**src/rtl/vec_intc_pkg.sv**
```systemverilog
package vec_intc_pkg;
  // register offsets (word index = byte offset >> 2)
  localparam logic [5:0] W_VECTOR   = 6'h00;
  localparam logic [5:0] W_IRQ_CTL  = 6'h08;
  localparam logic [5:0] W_FIQ_CTL  = 6'h09;
  localparam logic [5:0] W_STAT_LO  = 6'h20;
  localparam logic [5:0] W_STAT_HI  = 6'h21;
  localparam logic [1:0] CTRL_PAGE  = 2'b01;   // 0x40..0x7F

  // control byte fields
  localparam int         B_ENABLE   = 3;
  localparam int         B_RISE     = 5;
  localparam int         B_FALL     = 6;
  localparam logic [7:0] CTRL_KEEP  = 8'h6F;
  localparam logic [2:0] DEST_IRQ   = 3'd0;
  localparam logic [2:0] DEST_FIQ   = 3'd1;

  // priority control register
  localparam int         B_ROTATE   = 6;
  localparam logic [6:0] PCTL_KEEP  = 7'h7F;

  function automatic logic is_edge_mode(input logic [7:0] c);
    return c[B_RISE] | c[B_FALL];
  endfunction

  function automatic logic edge_event(input logic [7:0] c, input logic now_v,
                                      input logic was_v);
    return (c[B_RISE] & now_v & ~was_v) | (c[B_FALL] & ~now_v & was_v);
  endfunction
endpackage

```
**src/rtl/vec_intc_src.sv**
```systemverilog
module vec_intc_src
  import vec_intc_pkg::*;
(
  input  logic       clk,
  input  logic       rst_n,
  input  logic       pin,
  input  logic       ctrl_we,
  input  logic [7:0] ctrl_wd,
  input  logic       stat_clr,
  output logic [7:0] ctrl_q,
  output logic       stat,
  output logic       want_irq,
  output logic       want_fiq
);
  logic pin_q;
  logic held;
  logic evt;

  assign evt = edge_event(ctrl_q, pin, pin_q);

  always_ff @(posedge clk or negedge rst_n) begin
    if (!rst_n) begin
      ctrl_q <= '0;
      pin_q  <= 1'b0;
      held   <= 1'b0;
    end else begin
      pin_q <= pin;
      if (ctrl_we) ctrl_q <= ctrl_wd & CTRL_KEEP;
      if (!is_edge_mode(ctrl_q)) held <= 1'b0;
      else if (evt)              held <= 1'b1;
      else if (stat_clr)         held <= 1'b0;
    end
  end

  assign stat     = is_edge_mode(ctrl_q) ? held : pin;
  assign want_irq = stat & ctrl_q[B_ENABLE] & (ctrl_q[2:0] == DEST_IRQ);
  assign want_fiq = stat & ctrl_q[B_ENABLE] & (ctrl_q[2:0] == DEST_FIQ);
endmodule

```
**src/rtl/vec_intc_arb.sv**
```systemverilog
module vec_intc_arb #(
  parameter int N   = 64,
  parameter int IDW = $clog2(N)
) (
  input  logic [N-1:0]   req,
  input  logic [IDW-1:0] start,
  output logic           found,
  output logic [IDW-1:0] winner
);
  // circular search from start; idle reports the top index
  always_comb begin
    logic [IDW-1:0] idx;
    found  = 1'b0;
    winner = IDW'(N - 1);
    for (int i = 0; i < N; i++) begin
      idx = start + IDW'(i);
      if (!found && req[idx]) begin
        found  = 1'b1;
        winner = idx;
      end
    end
  end
endmodule

```
**src/rtl/vec_intc.sv**
```systemverilog
module vec_intc
  import vec_intc_pkg::*;
#(
  parameter int NSRC = 64
) (
  input  logic        clk,
  input  logic        rst_n,
  input  logic        bus_sel,
  input  logic        bus_wr,
  input  logic [7:0]  bus_addr,
  input  logic [3:0]  bus_be,
  input  logic [31:0] bus_wdata,
  output logic [31:0] bus_rdata,
  input  logic [63:0] src_in,
  output logic        irq_o,
  output logic        fiq_o
);
  localparam int IDW = $clog2(NSRC);

  logic [5:0]      waddr;
  logic            wr_ev, rd_ev, vec_rd;
  logic [7:0]      ctrl_q [NSRC];
  logic [NSRC-1:0] stat, irq_req, fiq_req;
  logic [6:0]      irq_ctl, fiq_ctl;
  logic [IDW-1:0]  rot_ptr, search_start, irq_winner;
  logic            irq_found, rot_en;

  assign waddr  = bus_addr[7:2];
  assign wr_ev  = bus_sel & bus_wr;
  assign rd_ev  = bus_sel & ~bus_wr;
  assign vec_rd = rd_ev & (waddr == W_VECTOR);
  assign rot_en = irq_ctl[B_ROTATE];

  for (genvar n = 0; n < NSRC; n++) begin : g_src
    logic we, clr;
    assign we  = wr_ev & (bus_addr[7:6] == CTRL_PAGE) &
                 (bus_addr[5:2] == 4'(n / 4)) & bus_be[n % 4];
    assign clr = wr_ev & (bus_addr[7:3] == 5'b10000) &
                 (bus_addr[2] == 1'(n / 32)) & bus_be[(n % 32) / 8] &
                 bus_wdata[n % 32];
    vec_intc_src u_src (
      .clk      (clk),
      .rst_n    (rst_n),
      .pin      (src_in[n]),
      .ctrl_we  (we),
      .ctrl_wd  (bus_wdata[8*(n%4) +: 8]),
      .stat_clr (clr),
      .ctrl_q   (ctrl_q[n]),
      .stat     (stat[n]),
      .want_irq (irq_req[n]),
      .want_fiq (fiq_req[n])
    );
  end

  assign search_start = rot_en ? rot_ptr : '0;

  vec_intc_arb #(.N(NSRC), .IDW(IDW)) u_arb (
    .req    (irq_req),
    .start  (search_start),
    .found  (irq_found),
    .winner (irq_winner)
  );

  always_ff @(posedge clk or negedge rst_n) begin
    if (!rst_n) begin
      irq_ctl <= '0;
      fiq_ctl <= '0;
      rot_ptr <= '0;
    end else begin
      if (wr_ev && bus_be[0] && waddr == W_IRQ_CTL) irq_ctl <= bus_wdata[6:0] & PCTL_KEEP;
      if (wr_ev && bus_be[0] && waddr == W_FIQ_CTL) fiq_ctl <= bus_wdata[6:0] & PCTL_KEEP;
      if (vec_rd && rot_en && irq_found) rot_ptr <= irq_winner + IDW'(1);
    end
  end

  assign irq_o = |irq_req;
  assign fiq_o = |fiq_req;

  always_comb begin
    bus_rdata = '0;
    if (bus_addr[7:6] == CTRL_PAGE)
      bus_rdata = {ctrl_q[4*bus_addr[5:2]+3], ctrl_q[4*bus_addr[5:2]+2],
                   ctrl_q[4*bus_addr[5:2]+1], ctrl_q[4*bus_addr[5:2]]};
    else begin
      case (waddr)
        W_VECTOR:  bus_rdata = {{(32-IDW){1'b0}}, irq_winner};
        W_IRQ_CTL: bus_rdata = {25'd0, irq_ctl};
        W_FIQ_CTL: bus_rdata = {25'd0, fiq_ctl};
        W_STAT_LO: bus_rdata = stat[31:0];
        W_STAT_HI: bus_rdata = stat[63:32];
        default:   bus_rdata = '0;
      endcase
    end
  end
endmodule

```
**config.mk**
```make
export PLATFORM = sky130hd
export DESIGN_NAME = vec_intc
export DESIGN_NICKNAME = d
export VERILOG_FILES = /design/src/rtl/vec_intc_pkg.sv /design/src/rtl/vec_intc_src.sv /design/src/rtl/vec_intc_arb.sv /design/src/rtl/vec_intc.sv
export SDC_FILE = /design/constraint.sdc
export NUM_CORES = 2
export LEC_CHECK = 0
export CAP_MARGIN = 20
export CORE_UTILIZATION = 65
export CTS_BUF_LIST = sky130_fd_sc_hd__clkbuf_2
export CTS_CLUSTER_SIZE = 16
export DETAILED_ROUTE_END_ITERATION = 7
export PLACE_DENSITY = 0.84
export SYNTH_ARGS = -nofsm -noshare
export SYNTH_HDL_FRONTEND = slang
export SYNTH_SLANG_ARGS = --single-unit
```
**constraint.sdc**
```tcl
create_clock -name clk -period 11 [get_ports clk]
set_input_delay 2.2 -clock clk [delete_from_list [all_inputs] [get_ports clk]]
set_output_delay 2.2 -clock clk [all_outputs]
set_load 0.05 [all_outputs]
```
==> results.cfg, run 1 <==
[placement]
pre_cts_slack_ns = -0.250
dpl.hpwl_um = 165000
place_congestion = 1.32
port_buffers = 143

[floorplan]
ioPinCount = 146
die_w_um = 258
start_util_pct = 65.9
num_rows = 93
die_y_um = 258

[cts]
htreeDepth = 4
clock_sinks = 532
clk_path_buf_depth = 3
cts-root-buf = clkbuf_2
cts_setup_buffers = 0
cts_buffers = 137

[synthesis]
synth_area_leaders = dfrtp_1, mux2_2, mux4_2
ys_ff_latch = 532
synth-edff-count = 0
syn_nets = 4582
syn-cell-area_um2 = 42500
syn_avg_cell_area_um2 = 9.55
synth_most_common_cell = dfrtp_1
netlist_top_cells_count = dfrtp_1, mux2_2, nand2_1
synth_ff_type = dfrtp_1
yosys.area.top_type_share_pct = 31.3
ys_warn_count = 0
synthArstFlopShare_pct = 100
synth_top_area_cell = dfrtp_1
synth_seq_area_share_pct = 31.3
syn_inst = 4452
yosys.cell_types.count = 102

[global_route]
grt_pass1_vias = 51383
gr-total-overflow = 45
grt_pass1_wl_um = 360000
grt_max_degree = 185
globalRouteTotalUtil_pct = 73.5

[status]
status = aborted with a tool error
error = [ERROR GRT-0116] Global routing finished with congestion. Check the congestion regions in the DRC Viewer.
haltStage = global routing (5_1_grt)
-- routing by layer --
metal | track usage (%) | GRT overflow
met4 | 69.8 | 31
met1 | 77.0 | 0
met3 | 55.1 | 0
met5 | 22.1 | 0
met2 | 90.6 | 14
-- logic make-up after synthesis --
family                   Yosys count  synth area share, %
flip-flops                       532                 31.3
adder cells (fa/ha/maj)           18                0.530
XOR/XNOR                          68                 1.42
AND/OR/NAND/NOR                 1530                 19.6
buffers and inverters            290                 3.02
AO/OA/AOI/OAI                   1321                 21.3
multiplexers                     693                 22.8
-- per-stage QoR --
| stage | cell area, um^2 | std cells |
|---|---|---|
| 4_1_cts | 50200 | 6069 |
| 3_3_place_gp | 49000 | 5845 |
| 3_5_place_dp | 49000 | 5847 |
| 2_1_floorplan | 42500 | 4452 |
-- repair_timing --
item / 4_1_cts
gates resized for setup: 26
setup endpoints to repair: 6
hold buffers: 0
cloned: 0
==> run 2, diff against run 1 <==
CORE_UTILIZATION = 40   (was 65)
CTS_BUF_LIST = unset   (was sky130_fd_sc_hd__clkbuf_2)
CTS_CLUSTER_SIZE = unset   (was 16)
PLACE_DENSITY = unset   (was 0.84)
PLACE_DENSITY_LB_ADDON = 0.15   (was unset)
==> run 2 against run 1 <==
Against the previous run:
- the flow now finishes, with violations (negative setup slack)
- synthesized area did not move
- synthesized cell count did not move
==> results.cfg, run 2 <==
[sta]
fin_crit_ns = 11.03
slew_violations = 0
finalClockSkew_ns = 0.0395
relSlewSlack_pct = 5.79
max_freq_ghz = 0.0907
tns_ns = -0.0270
setup_violations = 2
worst_pin_slew_ns = 1.40
rsz0062_at_grt = yes
finalCritPeriodShare_pct = 100
hold_viol_final = 0
setup_ws_ns = -0.0252

[power]
p_total_mw = 6.07
pwr-share-comb_pct = 32.1
power_density_nw_per_um2 = 111
ir_drop_uv = 122
power_switching_mw = 2.05
switching_share_pct = 33.8
p_int_mw = 4.02
pwr-share-clk_pct = 32.7
seq_power_share_pct = 35.2
total_leakage_power_nw = 23.9

[synthesis]
synth_area_leaders = dfrtp_1, mux2_2, mux4_2
netlist_top_cells_count = dfrtp_1, mux2_2, nand2_1
ys_warn_count = 0
synth_top_area_cell = dfrtp_1
synth_seq_area_share_pct = 31.3
synth-edff-count = 0
syn_nets = 4582
synth_ff_type = dfrtp_1
synth_most_common_cell = dfrtp_1
ys_ff_latch = 532
yosys.area.top_type_share_pct = 31.3
syn_avg_cell_area_um2 = 9.55
yosys.cell_types.count = 102
synthArstFlopShare_pct = 100
syn_inst = 4452
syn-cell-area_um2 = 42500

[floorplan]
die_y_um = 328
start_util_pct = 40.3
coreArea_um2 = 105000
dieArea_um2 = 108000
die_w_um = 328
num_rows = 119
ioPinCount = 146

[setup_path]
arrival_ns = 8.83
path_buf_inv = 9
cp_slowest_stage_delay_ns = 0.61
crit_slowest_cell = mux4_2
critPathMaxFanout = 8
critical-path-top-delay-family = compound AO/OA/AOI/OAI gates
worstSetupPathType = input port to primary output
startpoint_type = input port
crit_required_ns = 8.80
cp_common_cell = buf_4
end_kind = primary output
reg2reg_setup_slack_ns = 2.67

[detailed_routing]
drtPass1Iterations = 8
route.detailed.drc = 0
via_per_inst = 6.77
drt-initial-drc-count = 5543
ant_nets = 0
vias = 45844
wl_per_cell_um = 37.6
drt-total-wl_um = 254000

[finish]
drive_gt1_share_pct = 35.2
layout_common_cells = buf_4, dfrtp_1, mux2_2, nand2_1, nor2_1
num-fill-cells = 9967
layout_commonest_cell = buf_4
reg.largest.list = g_src.u_src.ctrl_q x384, g_src.u_src.held x64, g_src.u_src.pin_q x64
regMostFlops = g_src.u_src.ctrl_q
largest_reg_flops = 384
area_growth_pct = 28.3
ff_latch_area_um2 = 13300
nets = 5452
multiInputGateArea_um2 = 28500

[cts]
cts.clk_slew.worst_paths_ns = 0.07
clock_sinks = 532
cts-root-buf = clkbuf_16
htreeDepth = 2
clk_path_buf_depth = 3
cts_buffers = 55
cts_tree = done
holdBufCountCts = 0
insertion_delay_ns = 0.65

[placement]
dpl.hpwl_um = 202000
place_congestion = 1.13
port_buffers = 143

[global_route]
grt_pass1_vias = 43981
globalRouteTotalUtil_pct = 46.5
grt_pass1_wl_um = 349000
gr-total-overflow = 0
grt_max_degree = 156
antenna_found_initial = 14

[status]
failed_checks = negative setup slack
status = finished, violations left

[run]
maxCapViolCount = 0

[worst_hold_path]
hold_class = flop to flop
==> run 2: power groups by stage <==
stage	Clock, mW	Combinational (mW)	Sequential [mW]
after global placement	0	1.81	2.17
after detailed placement	0	1.81	2.17
after global routing	2.07	2.00	2.15
after CTS	2.00	1.84	2.13
final	1.99	1.95	2.14
after floorplan	0	0.832	2.13
==> run 2: per-layer routing <==
layer	vias to the layer above	GRT usage [%]	part of all wire, %
li1	19167	-	-
met1	22962	53.5	36
met2	2776	71.2	44
met3	935	10.6	8.8
met4	4	44.5	12
met5	-	0.0887	0.0090
==> run 2: worst paths after layout <==
check	from	endpoint	cells past startpoint
min reg2reg	irq_ctl[2]	irq_ctl[2]	1
min in group asynchronous	rst_n	g_src[15].u_src.pin_q	1
max reg2reg	irq_ctl[6]	rot_ptr[4]	30
max	src_in[60]	bus_rdata[3]	26
min	irq_ctl[2]	irq_ctl[2]	1
max in group asynchronous	rst_n	g_src[42].u_src.ctrl_q[2]	3
==> run 2: through the flow <==
step / area [um^2] / std cells / util, % / hold slack (ns) / worst slack, ns
floorplan: 42500 / 4452 / - / 0.480 / 0.710
global placement: 52000 / 6641 / 49.3 / 0.488 / -0.719
detailed placement: 52000 / 6643 / 49.3 / 0.494 / -0.482
CTS: 54100 / 6750 / 51.4 / 0.509 / 0.00565
global route: 54500 / 6758 / 51.7 / 0.527 / -0.0465
finish: 54600 / 6769 / 51.8 / 0.510 / -0.0252
==> run 2: final cells by class <==
cell class              count  share of cell area (%)
diodes                     11                  0.0504
clock buffers              80                    3.03
clock inverters            22                   0.447
inverters                  47                   0.328
multi-input cells        3631                    52.3
flip-flops and latches    532                    24.4
well taps                1391                    3.19
repair buffers           1055                    16.3
==> run 2: timing repair <==
action,in CTS,in global routing
setup buffers,5,3
setup endpoints to repair,6,6
hold endpoints to repair,0,0
pin swaps,2,7
gates resized for setup,43,68
gates cloned,0,1
==> run 2: logic make-up (layout without fill, tap and decap cells) <==
group	after synthesis	in the layout	share of synthesized area (%)
AO/OA/AOI/OAI	1321	1321	21.3
flip-flops	532	532	31.3
adder cells (fa/ha/maj)	18	18	0.530
AND/OR/NAND/NOR	1530	1531	19.6
buffers and inverters	290	1204	3.02
multiplexers	693	693	22.8
XOR/XNOR	68	68	1.42
other	0	11	0
Note: power is estimated with default switching activity, not from simulation.
